==> config.mk <==
export PLATFORM = sky130hd
export DESIGN_NAME = memctl_reg_stub
export DESIGN_NICKNAME = d
export VERILOG_FILES = /design/src/rtl/memstub_pkg.sv /design/src/rtl/stub_addr_dec.sv /design/src/rtl/stub_rd_mux.sv /design/src/rtl/memctl_reg_stub.sv
export SDC_FILE = /design/constraint.sdc
export NUM_CORES = 1
export LEC_CHECK = 0
export BUFFER_PORTS_ARGS = -buffer_cell sky130_fd_sc_hd__buf_2
export CORE_UTILIZATION = 50
export DETAILED_ROUTE_END_ITERATION = 8
export GPL_TIMING_DRIVEN = 0
export HOLD_SLACK_MARGIN = 0.05
export PLACE_DENSITY = 0.73
export REMOVE_ABC_BUFFERS = 1
export SYNTH_ARGS = -nofsm -noshare
export SYNTH_HDL_FRONTEND = slang
export SYNTH_SLANG_ARGS = --single-unit
==> constraint.sdc <==
create_clock -name clk -period 3.6 [get_ports clk]
set_clock_uncertainty 0.05 [all_clocks]
set_input_delay 0 -clock clk [delete_from_list [all_inputs] [get_ports clk]]
set_output_delay 0 -clock clk [all_outputs]
set_load 0.01 [all_outputs]
==> src/rtl/memstub_pkg.sv <==
package memstub_pkg;

    localparam int REG_W = 32;
    localparam int NREG  = 3;

    // Register slots; order is used by the decoder and the read mux.
    localparam int IDX_CFG   = 0;
    localparam int IDX_ZQCTL = 1;
    localparam int IDX_ZQSTA = 2;

    localparam logic [31:0] REG_OFS [NREG] = '{32'h000, 32'h0A8, 32'h0B0};

    localparam logic [REG_W-1:0] CFG_RST   = 32'h8002_0000;
    localparam logic [REG_W-1:0] ZQCTL_RST = 32'h07B0_0000;
    localparam logic [REG_W-1:0] ZQSTA_RST = 32'h8000_0000;

    localparam logic [REG_W-1:0] CFG_AUTOCLR = 32'hC000_0000;
    localparam logic [REG_W-1:0] ZQ_DONE     = 32'h8000_0000;

    typedef struct packed {
        logic [REG_W-1:0] zqsta;
        logic [REG_W-1:0] zqctl;
        logic [REG_W-1:0] cfg;
    } regs_t;

endpackage

==> src/rtl/stub_addr_dec.sv <==
module stub_addr_dec
    import memstub_pkg::*;
#(
    parameter int ADDR_W = 12
) (
    input  logic [ADDR_W-1:0] addr,
    output logic [NREG-1:0]   sel
);
    localparam int WORD_W = ADDR_W - 2;

    logic [WORD_W-1:0] word_idx;
    assign word_idx = addr[ADDR_W-1:2];

    for (genvar g = 0; g < NREG; g++) begin : g_match
        localparam logic [31:0] OFS = REG_OFS[g];
        assign sel[g] = (word_idx == OFS[ADDR_W-1:2]);
    end
endmodule

==> src/rtl/stub_rd_mux.sv <==
module stub_rd_mux
    import memstub_pkg::*;
(
    input  logic                       rd_en,
    input  logic [NREG-1:0]            sel,
    input  logic [NREG-1:0][REG_W-1:0] reg_vec,
    output logic [REG_W-1:0]           rd_data
);
    logic [NREG-1:0][REG_W-1:0] gated;

    for (genvar g = 0; g < NREG; g++) begin : g_gate
        assign gated[g] = (rd_en && sel[g]) ? reg_vec[g] : '0;
    end

    always_comb begin
        rd_data = '0;
        for (int i = 0; i < NREG; i++) begin
            rd_data = rd_data | gated[i];
        end
    end
endmodule

==> src/rtl/memctl_reg_stub.sv <==
module memctl_reg_stub
    import memstub_pkg::*;
#(
    parameter int ADDR_W = 12
) (
    input  logic              clk,
    input  logic              rst_n,
    input  logic [ADDR_W-1:0] addr,
    input  logic              wr_en,
    input  logic [31:0]       wr_data,
    input  logic              rd_en,
    output logic [31:0]       rd_data
);
    logic [NREG-1:0]            sel;
    logic [NREG-1:0][REG_W-1:0] reg_vec;
    regs_t                      regs_d, regs_q;

    stub_addr_dec #(.ADDR_W(ADDR_W)) u_dec (
        .addr (addr),
        .sel  (sel)
    );

    always_comb begin
        regs_d = regs_q;
        if (wr_en) begin
            if (sel[IDX_CFG]) begin
                regs_d.cfg = wr_data & ~CFG_AUTOCLR;
            end
            if (sel[IDX_ZQCTL]) begin
                regs_d.zqctl = wr_data;
                regs_d.zqsta = regs_q.zqsta | ZQ_DONE;
            end
            if (sel[IDX_ZQSTA]) begin
                regs_d.zqsta = wr_data;
            end
        end
    end

    always_ff @(posedge clk) begin
        if (!rst_n) begin
            regs_q.cfg   <= CFG_RST;
            regs_q.zqctl <= ZQCTL_RST;
            regs_q.zqsta <= ZQSTA_RST;
        end else begin
            regs_q <= regs_d;
        end
    end

    always_comb begin
        reg_vec[IDX_CFG]   = regs_q.cfg;
        reg_vec[IDX_ZQCTL] = regs_q.zqctl;
        reg_vec[IDX_ZQSTA] = regs_q.zqsta;
    end

    stub_rd_mux u_mux (
        .rd_en   (rd_en),
        .sel     (sel),
        .reg_vec (reg_vec),
        .rd_data (rd_data)
    );

    // decode never selects two registers
    p_sel_onehot_r2: assert property (@(posedge clk) disable iff (!rst_n)
        $onehot0(sel));

    p_autoclr_r3: assert property (@(posedge clk) disable iff (!rst_n)
        (wr_en && sel[IDX_CFG]) |=> (regs_q.cfg[31:30] == 2'b00));

    p_done_set_r4: assert property (@(posedge clk) disable iff (!rst_n)
        (wr_en && sel[IDX_ZQCTL]) |=> regs_q.zqsta[31]);

    p_sta_hold_r4: assert property (@(posedge clk) disable iff (!rst_n)
        (wr_en && sel[IDX_ZQCTL]) |=> $stable(regs_q.zqsta[30:0]));

    p_unmapped_zero_r5: assert property (@(posedge clk) disable iff (!rst_n)
        (sel == '0 || !rd_en) |-> (rd_data == '0));

    p_no_side_effect_r6: assert property (@(posedge clk) disable iff (!rst_n)
        (!wr_en || sel == '0) |=> $stable(regs_q));

    p_sta_write_r7: assert property (@(posedge clk) disable iff (!rst_n)
        (wr_en && sel[IDX_ZQSTA]) |=> (regs_q.zqsta == $past(wr_data)));
endmodule

; ---- Word-level counts from Yosys, hierarchy flattened
; Index checks and enable logic that the tools add are counted.
[classes]
n_eq_ne = 2
muxes = 5
n_bitwise = 2
reduce_logical = 9
[op_table]
columns = operator, n
row1 = 2-to-1 mux 32 bit, 4
row2 = 2-to-1 mux 64 bit, 1
row3 = OR 32 bit, 2
row4 = "equality test 10 x 6 -> 1 bit, second input constant", 2
row5 = logical NOT 10 bit, 1
row6 = AND reduction 2 bit, 4
row7 = logical AND 1 bit, 3
row8 = nonzero test 2 bit, 1
[totals]
reg_bits = 95
in_bits = 48
out_inout_bits = 32
elab_cells = 22

; ---- Logic depth before layout (Yosys ltp)
[logic_depth]
word_depth = 5
mapped_depth = 5
ltp_nobuf = 3

; ---- By module
; Synthesis repeated with hierarchy kept, for this count alone.
[unflattened]
hier_cells = 516
area_unflattened_um2 = 4772.1
[modules_own_cells]
columns = module, n_inst, cells_per_inst, area_each_um2, seq_area_each_um2
row1 = memctl_reg_stub, 1, 427, 4060.1, 1901.8
row2 = stub_rd_mux, 1, 80, 646.9, 0.0
row3 = stub_addr_dec, 1, 9, 65.1, 0.0

; ---- Worst setup path before layout
; No wires, ideal clock.
[synth_path]
kind = input to output
startpoint = input port addr[2]
endpoint = output port rd_data[30]
t_arrival_ps = 1156
required_time_ps = 3550
slack_ps = 2394
cell_stages = 5
n_path_buf = 2
path_cell_list = and4bb_2 buf_2 nand4_1 clkbuf_1 o21ai_0
[synth_via]
elab_chain_len = 5
word_cells_on_any_way = 8
classes_between = eq/ne: 2 / mux: 2 / bitwise: 2 / reduce/logical: 2
[synth_lines]
columns = element, line
row1 = from (decl), memctl_reg_stub.sv:8  ; input logic [ADDR_W-1:0] addr,
row2 = equality test 10 x 6 -> 1 bit, stub_addr_dec.sv:16  ; assign sel[g] = (word_idx == OFS[ADDR_W-1:2]);
row3 = logical AND 1 bit, stub_rd_mux.sv:12  ; assign gated[g] = (rd_en && sel[g]) ? reg_vec[g] : '0;
row4 = 2-to-1 mux 32 bit, stub_rd_mux.sv:12
row5 = OR 32 bit, stub_rd_mux.sv:18  ; rd_data = rd_data | gated[i];
row6 = OR 32 bit *, stub_rd_mux.sv:18
row7 = to (decl), memctl_reg_stub.sv:12  ; output logic [31:0] rd_data
; Every way passes the cells marked *; elsewhere a longest branch is shown, timed or not.

; ---- Worst setup path after layout
[layout_path]
startpoint = input port addr[2]
endpoint = output port rd_data[1]
[layout_via]
elab_chain_len = 5
word_cells_on_any_way = 11
classes_between = eq/ne: 2 / mux: 3 / bitwise: 2 / reduce/logical: 4
[layout_lines]
columns = element, line
row1 = equality test 10 x 6 -> 1 bit / logical NOT 10 bit (equally long branches), stub_addr_dec.sv:16
row2 = logical AND 1 bit, stub_rd_mux.sv:12
row3 = 2-to-1 mux 32 bit, stub_rd_mux.sv:12
row4 = OR 32 bit, stub_rd_mux.sv:18
row5 = OR 32 bit *, stub_rd_mux.sv:18
; Marks and branches as above.

==> results.sh <==
export IMPL_clkPwrFrac=0.360
export IMPL_p_leak_uw=0.00233
export IMPL_first_pass_iters=5
export IMPL_ys_types=24
export IMPL_end_kind="output port"
export IMPL_finalCriticalPeriod_ps=2610
export IMPL_rows=34
export IMPL_largest_register_ffs=95
export IMPL_hold_class="in -> reg"
export IMPL_syn_area_mm2=0.00446
export IMPL_maxCapViolations=0
export IMPL_syn_inst=514
export IMPL_nets=648
export IMPL_clockBufferDepth=2
export IMPL_die_y_um=96.5
export IMPL_p_per_area_mw_per_mm2=338
export IMPL_core_area_mm2=0.00868
export IMPL_vias_per_cell=5.30
export IMPL_clock_latency_ps=370
export IMPL_dp_hpwl_mm=6.60
export IMPL_sw_frac_of_total=0.248
export IMPL_crit_slowest_cell="and4bb_2"
export IMPL_synth_common_cells="nand2_1 (119), dfxtp_1 (95), mux2i_1 (93), inv_1 (64), nand4_1 (34)"
export IMPL_grt_start_max_net_pins=80
export IMPL_instances_no_fill=713
export IMPL_whs_path_depth=4
export IMPL_synthTopCellsByArea="dfxtp_1 (43%), mux2i_1 (21%), nand2_1 (10%)"
export IMPL_worstPathMaxFanout=38
export IMPL_cts_htree_levels=3
export IMPL_num_vias=3782
export IMPL_io_pins=80
export IMPL_crit_path_start="addr[2]"
export IMPL_synth_largest_area_cell="dfxtp_1"
export IMPL_intPower_uw=1390
export IMPL_finalSetupViolations=0
export IMPL_wl_mm=10.6
export IMPL_power_frac_seq=0.569
export IMPL_cts_tree="done"
export IMPL_path_clk_slew_ps=90
export IMPL_finalSetupTns_ps=0
export IMPL_synth_top_area_share=0.426
export IMPL_grt_pass1_wl_mm=17.1
export IMPL_hold_viol_final=0
export IMPL_crit_chain="buf_2, and4bb_2, nand4_1, buf_8, buf_8, o221ai_1, buf_2"
export IMPL_cts_resized=0
export IMPL_crit_type="in -> out"
export IMPL_max_vdd_ir_drop_mv=0.194
export IMPL_synth_edf_count=0
export IMPL_synth_seq_cells=95
export IMPL_hold_end="reg_vec[95]"
export IMPL_die_w_um=96.5
export IMPL_max_stage_delay_ps=930
export IMPL_synthArstFlopShare=0
export IMPL_wire_per_inst_um=14.9
export IMPL_place_port_buffers=77
export IMPL_hp_start="addr[4]"
export IMPL_clockRootBuffer="clkbuf_8"
export IMPL_die_area_mm2=0.00931
export IMPL_diodes=0
export IMPL_synth_warnings=0
export IMPL_cp_data_required_time_ps=3550
export IMPL_start_kind="input pin"
export IMPL_start_util=0.514
export IMPL_power_uw=1840
export IMPL_fillerInstances=743
export IMPL_fin_crit_sh=0.725
export IMPL_ant_nets=0
export IMPL_rsz0062_at_grt="no"
export IMPL_setup_ws_ps=991
export IMPL_drcViolationCount=0
export IMPL_p_comb_frac=0.070
export IMPL_grt_usage=0.240
export IMPL_r2r_setup_slack_ps=2690
export IMPL_switchingPower_uw=457
export IMPL_reg2reg_depth=2
export IMPL_r2r_end="reg_vec[95]"
export IMPL_first_iter_violations=158
export IMPL_yosysMostFrequentCell="nand2_1"
export IMPL_synth_main_ff_cell="dfxtp_1"
export IMPL_pre_cts_ws_ps=881
export IMPL_place_congestion=0.701
export IMPL_arrival_ps=2560
export IMPL_cts_inserted_buffers=9
export IMPL_clock_sinks=95
export IMPL_drive_gt1_frac=0.179
export IMPL_status="complete, no violations"
export IMPL_worstReg2RegStart="reg_vec[95]"
export IMPL_antenna_found_initial=0
export IMPL_worst_pin_slew_ps=1380
export IMPL_syn_avg_cell_area_um2=8.68
export IMPL_max_freq_mhz=383
export IMPL_slew_violations=0
export IMPL_dp_cells=663
export IMPL_synth_seq_area_share=0.426
export IMPL_area_growth_pct=22.3
export IMPL_gr_total_overflow=0
export IMPL_grt_pass1_vias=3729
export IMPL_relSlewSlack=0.0771
[repair_timing]
action                     CTS  global route
buffers inserted             0             0
hold buffers                34             0
hold endpoints to repair    94             0
setup endpoints to repair    0             0
[layout by cell type, fill, tap and decap left out, types with 2 or more instances in the layout]
cell / n
dfxtp_1: 95
nor2_1: 2
nor2b_1: 16
a31o_2: 2
buf_2: 76
dlygate4sd3_1: 34
mux2i_1: 93
clkbuf_8: 10
nand4_1: 34
nand2_1: 119
o21ai_0: 2
buf_8: 6
inv_1: 64
o221ai_1: 31
[stage by stage]
step / hold slack [ps] / util / instance area (um^2)
floorplan: 26.2 / - / 4250
detailed placement: 235 / 0.568 / 4930
global placement: 220 / 0.550 / 4770
finish: 66.7 / 0.629 / 5460
global route: 87.1 / 0.629 / 5460
CTS: 53.9 / 0.629 / 5460
[cell families (layout without fill, tap and decap cells)]
kind of cell,after synthesis,count (layout),share of synthesized area
compound gates,36,36,0.0687
buf+inv,108,199,0.101
flops,95,95,0.426
mux,93,93,0.209
simple gates,182,182,0.196
[per-layer routing]
layer | track usage | vias to the layer above | routed length (um)
li1 | - | 1901 | -
met1 | 0.296 | 1787 | 4790
met2 | 0.421 | 80 | 5290
met3 | 0.0368 | 14 | 381
met4 | 0.0870 | 0 | 147
met5 | 0 | - | 0
[worst max-delay path, delay by kind of cell]
family / cells / cell delay [ps]
buffers and inverters: 4 / 780
and+or+nand+nor: 2 / 1510
AOI/OAI and AO/OA: 1 / 230
[cell type report]
class | instances | area, um^2 | share of cell area
clock buffer | 11 | 141 | 0.0259
clock inverter | 5 | 41.3 | 0.00757
inverter | 64 | 240 | 0.0440
multi-input combinational | 311 | 2130 | 0.390
sequential | 95 | 1900 | 0.349
tap | 108 | 135 | 0.0248
timing repair buffer | 119 | 866 | 0.159
[power by group through the flow]
stage	Combinational [uW]	Clock, uW	Sequential (uW)
after floorplan	32.7	0	1070
after global placement	91.1	0	1080
after detailed placement	101	0	1080
after CTS	129	681	1050
after global routing	142	717	1050
final	129	665	1050
[worst max-delay path by stage]
stage	end	cells after the start
CTS	rd_data[1]	7
finish	rd_data[1]	7
detailed placement	reg_vec[53]	5
global route	rd_data[1]	7
floorplan	rd_data[30]	3
global placement	rd_data[31]	5
Power figures use the tool's default switching activity.
